[config.mk]
export PLATFORM = sky130hd
export DESIGN_NAME = fault_supervisor
export DESIGN_NICKNAME = d
export VERILOG_FILES = /design/src/rtl/fsup_pkg.sv /design/src/rtl/fsup_event_gen.sv /design/src/rtl/fsup_rail_latch.sv /design/src/rtl/fsup_tally.sv /design/src/rtl/fault_supervisor.sv
export SDC_FILE = /design/constraint.sdc
export NUM_CORES = 1
export LEC_CHECK = 0
export BUFFER_PORTS_ARGS = -buffer_cell sky130_fd_sc_hd__buf_2
export CAP_MARGIN = 20
export CORE_MARGIN = 5
export CORE_UTILIZATION = 57
export CTS_BUF_LIST = sky130_fd_sc_hd__clkbuf_8 sky130_fd_sc_hd__clkbuf_16
export DETAILED_ROUTE_END_ITERATION = 12
export MAX_ROUTING_LAYER = met4
export PLACE_DENSITY = 0.79
export SLEW_MARGIN = 15
export SYNTH_ARGS = -nofsm -noshare
export SYNTH_HDL_FRONTEND = slang
export SYNTH_HIERARCHICAL = 1
export SYNTH_SLANG_ARGS = --single-unit
[constraint.sdc]
create_clock -name clk -period 4.6 [get_ports clk]
set_input_delay 0.23 -clock clk [delete_from_list [all_inputs] [get_ports clk]]
set_output_delay 0.23 -clock clk [all_outputs]
set_load 0.02 [all_outputs]
[src/rtl/fsup_pkg.sv]
package fsup_pkg;

    typedef enum logic [1:0] {
        TL_IDLE  = 2'd0,
        TL_ARMED = 2'd1,
        TL_DOWN  = 2'd2
    } tally_e;

    function automatic logic [7:0] pop32(input logic [31:0] v);
        logic [7:0] n;
        n = '0;
        for (int k = 0; k < 32; k++) begin
            n = n + {7'd0, v[k]};
        end
        return n;
    endfunction

endpackage

[src/rtl/fsup_event_gen.sv]
module fsup_event_gen #(
    parameter int NUM_RAILS = 5,
    parameter int FEED_SRC [NUM_RAILS] = '{0, 0, 2, 3, 4}
) (
    input  logic                 active,
    input  logic [NUM_RAILS-1:0] uv_flag,
    input  logic [NUM_RAILS-1:0] oc_flag,
    input  logic [NUM_RAILS-1:0] dis_q,
    output logic [NUM_RAILS-1:0] ev
);
    logic [NUM_RAILS-1:0] raw;

    for (genvar i = 0; i < NUM_RAILS; i++) begin : g_rail
        localparam int SRC = FEED_SRC[i];
        if (SRC == i) begin : g_root
            assign raw[i] = ~dis_q[i] & (uv_flag[i] | oc_flag[i]);
        end else begin : g_fed
            // losing the supplying rail counts as this rail's own fault
            assign raw[i] = ~dis_q[i] & (uv_flag[i] | oc_flag[i] | dis_q[SRC]);
        end
    end

    assign ev = raw & {NUM_RAILS{active}};
endmodule

[src/rtl/fsup_rail_latch.sv]
module fsup_rail_latch #(
    parameter int NUM_RAILS = 5
) (
    input  logic                 clk,
    input  logic                 rst,
    input  logic                 clr,
    input  logic                 release_all,
    input  logic [NUM_RAILS-1:0] ev,
    output logic [NUM_RAILS-1:0] dis_q
);
    for (genvar i = 0; i < NUM_RAILS; i++) begin : g_bit
        always_ff @(posedge clk) begin
            if (rst || clr) begin
                dis_q[i] <= 1'b0;
            end else if (ev[i]) begin
                dis_q[i] <= 1'b1;
            end else if (release_all) begin
                dis_q[i] <= 1'b0;
            end
        end
    end
endmodule

[src/rtl/fsup_tally.sv]
module fsup_tally #(
    parameter int NUM_RAILS    = 5,
    parameter int QUIET_CYCLES = 16384,
    parameter int LIM_RESTART  = 4,
    parameter int LIM_NORMAL   = 5
) (
    input  logic                 clk,
    input  logic                 rst,
    input  logic                 clr,
    input  logic                 restart_s5,
    input  logic [NUM_RAILS-1:0] ev,
    output logic                 shutdown
);
    import fsup_pkg::*;

    localparam int CNT_W = $clog2(LIM_NORMAL + NUM_RAILS + 1);
    localparam int TMR_W = $clog2(QUIET_CYCLES);
    localparam logic [TMR_W-1:0] TMR_LAST = TMR_W'(QUIET_CYCLES - 1);

    typedef struct packed {
        tally_e             st;
        logic [CNT_W-1:0]   cnt;
        logic [TMR_W-1:0]   tmr;
    } tally_t;

    tally_t     q, d;
    logic [7:0] sum;
    logic [7:0] limit;

    always_comb begin
        sum   = 8'(q.cnt) + pop32(32'(ev));
        limit = restart_s5 ? 8'(LIM_RESTART) : 8'(LIM_NORMAL);
        d     = q;
        case (q.st)
            TL_DOWN: ;
            default: begin
                if (|ev) begin
                    d.cnt = CNT_W'(sum);
                    d.tmr = '0;
                    d.st  = (sum >= limit) ? TL_DOWN : TL_ARMED;
                end else if (q.st == TL_ARMED) begin
                    if (q.tmr == TMR_LAST) begin
                        d.cnt = '0;
                        d.tmr = '0;
                        d.st  = TL_IDLE;
                    end else begin
                        d.tmr = q.tmr + 1'b1;
                    end
                end
            end
        endcase
    end

    always_ff @(posedge clk) begin
        if (rst || clr) begin
            q <= '0;
        end else begin
            q <= d;
        end
    end

    assign shutdown = (q.st == TL_DOWN);
endmodule

[src/rtl/fault_supervisor.sv]
module fault_supervisor #(
    parameter int NUM_RAILS    = 5,
    parameter int QUIET_CYCLES = 16384,
    parameter int LIM_RESTART  = 4,
    parameter int LIM_NORMAL   = 5,
    parameter int FEED_SRC [NUM_RAILS] = '{0, 0, 2, 3, 4}
) (
    input  logic                 clk,
    input  logic                 rst,
    input  logic                 s5_clear,
    input  logic                 restart_s5,
    input  logic                 retry_go,
    input  logic [NUM_RAILS-1:0] uv_flag,
    input  logic [NUM_RAILS-1:0] oc_flag,
    output logic [NUM_RAILS-1:0] rail_disable,
    output logic                 retry_req,
    output logic                 shutdown
);
    logic [NUM_RAILS-1:0] ev;
    logic [NUM_RAILS-1:0] dis_q;
    logic                 down;

    fsup_event_gen #(
        .NUM_RAILS (NUM_RAILS),
        .FEED_SRC  (FEED_SRC)
    ) u_evt (
        .active  (~down),
        .uv_flag (uv_flag),
        .oc_flag (oc_flag),
        .dis_q   (dis_q),
        .ev      (ev)
    );

    fsup_rail_latch #(
        .NUM_RAILS (NUM_RAILS)
    ) u_latch (
        .clk         (clk),
        .rst         (rst),
        .clr         (s5_clear),
        .release_all (retry_go & ~down),
        .ev          (ev),
        .dis_q       (dis_q)
    );

    fsup_tally #(
        .NUM_RAILS    (NUM_RAILS),
        .QUIET_CYCLES (QUIET_CYCLES),
        .LIM_RESTART  (LIM_RESTART),
        .LIM_NORMAL   (LIM_NORMAL)
    ) u_tally (
        .clk        (clk),
        .rst        (rst),
        .clr        (s5_clear),
        .restart_s5 (restart_s5),
        .ev         (ev),
        .shutdown   (down)
    );

    assign rail_disable = dis_q | {NUM_RAILS{down}};
    assign retry_req    = (|dis_q) & ~down;
    assign shutdown     = down;
endmodule

# Word level (Yosys, flattened, before mapping)
# Cells that the tools add are included.
[classes]
n_addsub = 6
order_cmp = 1
n_eq_ne = 3
n_mux = 12
bitwise = 21
n_reduce_logical = 12
[ops]
columns = ["operator", "count"]
rows = [
  ["$mux 20", 2],
  ["$add 8x1->8", 3],
  ["$add 14x1->14 const B", 1],
  ["$eq 14x14->1 const B", 1],
  ["$mux 14", 1],
  ["$reduce_bool 2->1", 7],
  ["$reduce_or 5->1", 2],
  ["$add 4x8->8", 1],
  ["$ge 8x8->1", 1],
  ["$and 1x1->1", 7],
  ["$mux 1", 7],
  ["$mux 6", 1],
  ["$not 1->1", 6],
  ["$or 1x1->1", 6],
  ["$and 5x5->5", 1],
  ["$or 5x5->5", 1],
  ["$reduce_and 3->1", 1],
  ["$add 1x1->2", 1],
  ["$eq 2x1->1 const B", 1],
  ["$eq 2x2->1 const B", 1],
  ["$mux 2", 1],
  ["$reduce_and 2->1", 1],
  ["$logic_or 1x1->1", 1],
]
[word_totals]
register_bits = 25
in_bits = 15
out_inout_bits = 7
word_cells = 63

# Longest topological paths before layout
[depth]
depth_word = 12
depth_mapped = 14
mapped_depth_nobuf = 14

# Modules after synthesis
# Netlist, hierarchy kept.
[by_module_without_submodules]
columns = ["mod", "n_inst", "cells_per_inst", "area_per_inst_um2", "seq_area_each_um2"]
rows = [
  ["fsup_tally", 1, 163, 1366.3, 400.4],
  ["fsup_rail_latch", 1, 21, 202.7, 100.1],
  ["fsup_event_gen", 1, 10, 87.6, 0.0],
  ["fault_supervisor", 1, 10, 55.1, 0.0],
]

# Worst setup path after synthesis
# No wires, ideal clock.
[synth_timing]
path_type = "register to register"
from = "register u_tally/q[19] in the netlist's numbering"
to = "register u_tally/q[19] in the netlist's numbering"
setup_ns = 0.115
arrival_time_ns = 3.646
required_ns = 4.485
path_slack_ns = 0.838
path_stages_with_launch = 15
path_buffers = 0
synth_period_minus_slack_ns = 3.762
cell_sequence = "dfxtp_1 nor2b_1 inv_1 nor3b_2 fa_1 inv_1 fa_1 inv_1 ha_1 inv_1 fa_1 nand2_1 o21ai_0 o211ai_1 and3_1"
[synth_via]
elab_chain_cells = 11
elab_cells_between_ends = 16
classes_between = "add/sub: 5; order compare: 1; eq/ne: 2; mux: 2; bitwise: 2; reduce/logical: 4"
[synth_rtl]
columns = ["item", "line_no", "rtl"]
rows = [
  ["start: declaration", "fsup_tally.sv:26", "tally_t q, d;"],
  ["start signal: assignment", "fsup_tally.sv:56", "q <= '0;"],
  ["start signal: assignment", "fsup_tally.sv:58", "q <= d;"],
  ["$eq 2x2->1 *", "fsup_tally.sv:62", "assign shutdown = (q.st == TL_DOWN);"],
  ["net shutdown", "fault_supervisor.sv:17", "output logic shutdown"],
  ["$not 1->1 (no source line) *", "-", ""],
  ["$and 5x5->5 *", "fsup_event_gen.sv:23", "assign ev = raw & {NUM_RAILS{active}};"],
  ["net ev[0]", "fault_supervisor.sv:19", "logic [NUM_RAILS-1:0] ev;"],
  ["$add 1x1->2", "fsup_pkg.sv:13", "n = n + {7'd0, v[k]};"],
  ["$add 8x1->8 (3 in series)", "fsup_pkg.sv:13", ""],
  ["$add 4x8->8", "fsup_tally.sv:31", "sum = 8'(q.cnt) + pop32(32'(ev));"],
  ["$ge 8x8->1", "fsup_tally.sv:40", "d.st = (sum >= limit) ? TL_DOWN : TL_ARMED;"],
  ["$mux 2", "fsup_tally.sv:40", ""],
  ["$mux 20", "fsup_tally.sv:37", "if (|ev) begin"],
]
# Mark *: on every way through the listed nets, which the timed path passes. The rest lies on a longest branch.
# A chain may end at the register's enable or synchronous reset.

# Worst setup path in the final report
[layout_timing]
from = "register u_tally/q[19] in the netlist's numbering"
to = "register u_tally/q[19] in the netlist's numbering"
[layout_via]
elab_cells_between_ends = 16
classes_between = "add/sub: 5; order compare: 1; eq/ne: 2; mux: 2; bitwise: 2; reduce/logical: 4"
[layout_rtl]
columns = ["item", "line_no"]
rows = [
  ["$eq 2x2->1 *", "fsup_tally.sv:62"],
  ["$not 1->1 (no source line) *", "-"],
  ["$and 5x5->5 *", "fsup_event_gen.sv:23"],
  ["net ev[3]", "fault_supervisor.sv:19"],
  ["$add 8x1->8 (2 in series)", "fsup_pkg.sv:13"],
  ["$add 4x8->8", "fsup_tally.sv:31"],
  ["$ge 8x8->1", "fsup_tally.sv:40"],
  ["$mux 2", "fsup_tally.sv:40"],
  ["$mux 20", "fsup_tally.sv:37"],
]
# Marks and branches as above.

==> run_results.csv <==
group,metric,value,unit
routing,routed_wire_length_per_instance,16.0,microns
routing,drt_pre_antenna_iters,4,
global_routing,maximum_number_of_pins_on_one_net_before_global_route_repair,17,
routing,number_of_vias_per_cell_after_detailed_routing,6.28,
place,dp_worst_setup_slack,0.939,ns
global_routing,globalRoute.totalOverflow,0,
sta,finalSetupViolations,0,
setup_path,worstPathArrival,3.93,ns
synthesis,synth.top_cells.by_area,"sky130_fd_sc_hd__dfxtp_1, sky130_fd_sc_hd__ha_1, sky130_fd_sc_hd__inv_1",
sta,fin_hold_ws,0.279,ns
synthesis,number_of_enable_type_register_cells_in_the_synthesized_netlist,0,
final_layout,areaGrowthSynthToFinish,10.6,%
synthesis,synth-seq-area-share,29.2,%
power,vdd_drop_max,0.000480,V
job,maxCapViolations,0,
synthesis,synth.ff_latch_count,25,
synthesis,synth.cells.most_frequent,"sky130_fd_sc_hd__dfxtp_1, sky130_fd_sc_hd__inv_1, sky130_fd_sc_hd__nand2_1",
synthesis,synthesized_instance_count,204,
synthesis,netlist.area_leader.share,29.2,%
sta,worst_margin_slew,0.795,ns
clock_tree,numCtsBuffers,3,
power,power_frac_seq,24.7,%
setup_path,crit_fanout,12,
power,power.leakage,0.000749,uW
synthesis,synth.distinct_cells,51,
setup_path,timing.critical_path.to_type,"register",
setup_path,worstSetupPathType,"reg -> reg",
power,net-switching-power,523,uW
place,dpl_wire_length,3120,microns
setup_path,critical_path_required,4.78,ns
power,intPower,577,uW
clock_tree,tritoncts_num_sinks,25,
routing,detailedRoute.firstIterationViolations,139,
clock_tree,cts_resized,0,
global_routing,antenna_found_initial,0,
final_layout,antenna_cells,0,
global_routing,grt.total_usage,21.7,%
place,post-place-cells,252,
routing,final_antenna_net_count,0,
global_routing,grt_first_pass_wirelength,7070,microns
clock_tree,clock_tree_from_tritoncts,"built",
synthesis,post-synth-top-area-cell,"sky130_fd_sc_hd__dfxtp_1",
hold_path,min_path_type,"in -> reg",
sta,finalHoldViolations,0,
global_routing,number_of_global_route_vias_before_repair,1561,
final_layout,utilization,66.9,%
sta,clock-skew-final,0.00219,ns
place,gpl_wtd_cong,0.938,
synthesis,synthesis.yosys.warnings,6,
final_layout,layout.nets,251,
floorplan,die_height,64.8,microns
sta,period_minus_slack,3.75,ns
final_layout,post_route_cells_drive_above_1_share,20.4,%
place,portBuffers,21,
run_status,status,"finished, final reports clean",
sta,max-slew-margin-rel,46.8,%
sta,final_min_period_over_clock_period,81.5,%
synthesis,synthArstFlopShare,0,%
floorplan,ios,22,
clock_tree,cts.reportedPaths.clkPinSlew,0.10,ns
final_layout,final.fill_count,269,
clock_tree,cts.path.max_buffers,2,
synthesis,postSynth.topFlopCell,"sky130_fd_sc_hd__dfxtp_1",
sta,rsz_0062_raised_after_global_routing,"no",
power,p_clk_share,13.0,%
synthesis,syn_nets,229,
synthesis,netlist_area,1710,sq um
sta,fin_tns_setup,0,ns
power,p_sw_share,47.5,%
floorplan,die_area,4200,sq um
floorplan,placement_rows,19,
setup_path,crit_path_start_kind,"register",
floorplan,chipWidth,64.8,microns
clock_tree,htreeDepth,1,
routing,detailroute.via_count,1608,
clock_tree,cts-root-buf,"sky130_fd_sc_hd__clkbuf_8",
sta,setup_ws,0.852,ns
routing,routed_wl,4100,microns
power,comb_power_share,62.3,%
synthesis,synth_most_common_cell,"sky130_fd_sc_hd__dfxtp_1",
floorplan,core_area,2830,sq um
sta,maxSlewViolCount,0,
floorplan,floorplan.initialDensity,60.5,%
synthesis,avgSynthCellArea,8.39,sq um
routing,post_route_drc_violation_count,0,
clock_tree,cts_setup_buffers,0,
clock_tree,clk_latency,0.28,ns
power,power.density,581,nW/um^2
clock_tree,cts-hold-fix-buffers,0,
sta,fmax,0.267,GHz
final_layout,finish.cell_count_without_fillers,256,
[per-layer routing]
layer	vias to the layer above	track usage (%)	share of wire, %
met4	0	8.44	1.9
met5	-	-	0
li1	786	-	-
met1	745	27.1	43
met2	67	34.6	47
met3	10	4.15	8.1
[layout make-up]
class	instances	area (sq um)	share of cell area, %
multi-input cells	154	1120	59.0
clock inverters	1	8.76	0.463
flip-flops and latches	25	500	26.4
clock buffers	3	41.3	2.18
well taps	31	38.8	2.05
inverters	20	75.1	3.97
repair buffers	22	113	5.95
[worst paths after layout]
path | start | end | slack [ns] | cells after the start
min reg2reg | u_tally/q[14] | u_tally/q[14] | 0.48 | 2
max | u_tally/q[19] | u_tally/q[19] | 0.85 | 15
min | rst | u_latch/dis_q[3] | 0.28 | 3
max reg2reg | u_tally/q[19] | u_tally/q[19] | 0.85 | 15
[power groups by stage]
| stage | Sequential [uW] | Combinational, uW | Clock (uW) |
|---|---|---|---|
| floorplan | 270 | 504 | 0 |
| global placement | 275 | 622 | 0 |
| detailed placement | 277 | 671 | 0 |
| CTS | 272 | 681 | 149 |
| global route | 277 | 764 | 164 |
| finish | 272 | 686 | 143 |
[through the flow]
step           area, sq um  power [uW]
3_5_place_dp          1840         948
6_report              1890        1100
2_1_floorplan         1710         774
5_1_grt               1890        1210
3_3_place_gp          1840         896
4_1_cts               1890        1100
[cell families (layout without fill, tap and decap cells)]
logic type / after synthesis / count (layout) / share of synthesized area, %
mux: 3 / 3 / 1.75
compound gates: 44 / 44 / 17.3
buf+inv: 25 / 46 / 5.55
flops: 25 / 25 / 29.2
xor+xnor: 2 / 2 / 1.02
fa+ha+maj: 11 / 11 / 9.28
simple gates: 94 / 94 / 35.9
[cell usage in the layout, fill, tap and decap left out, types with 5 or more instances in the layout]
cell type | netlist | final
sky130_fd_sc_hd__nand2b_1 | 5 | 5
sky130_fd_sc_hd__buf_2 | 1 | 21
sky130_fd_sc_hd__or2_1 | 5 | 5
sky130_fd_sc_hd__nor2_1 | 9 | 9
sky130_fd_sc_hd__dfxtp_1 | 25 | 25
sky130_fd_sc_hd__nand3_1 | 11 | 11
sky130_fd_sc_hd__a21oi_2 | 5 | 5
sky130_fd_sc_hd__nor3b_2 | 5 | 5
sky130_fd_sc_hd__nand2_1 | 15 | 15
sky130_fd_sc_hd__a21oi_1 | 14 | 14
sky130_fd_sc_hd__inv_1 | 19 | 19
sky130_fd_sc_hd__ha_1 | 7 | 7
sky130_fd_sc_hd__nand4_1 | 10 | 10
sky130_fd_sc_hd__o21ai_0 | 8 | 8
[flip-flops by register name, indices dropped and copies added (netlist names)]
register,flops
u_tally/q,20
u_latch/dis_q,5
[critical path, cell delays in order (launching register included)]
cell                       delay, ns
sky130_fd_sc_hd__dfxtp_1        0.41
sky130_fd_sc_hd__nor2b_1        0.17
sky130_fd_sc_hd__buf_4          0.18
sky130_fd_sc_hd__inv_1          0.10
sky130_fd_sc_hd__nor3b_2        0.40
sky130_fd_sc_hd__fa_1           0.50
sky130_fd_sc_hd__inv_1          0.09
sky130_fd_sc_hd__fa_1           0.41
sky130_fd_sc_hd__inv_1          0.07
sky130_fd_sc_hd__ha_1           0.16
sky130_fd_sc_hd__inv_1          0.06
sky130_fd_sc_hd__fa_1           0.50
sky130_fd_sc_hd__nand2_1        0.07
sky130_fd_sc_hd__o21ai_0        0.18
sky130_fd_sc_hd__o211ai_1       0.14
sky130_fd_sc_hd__and3_1         0.20
Note: power is estimated with default switching activity, not from simulation.
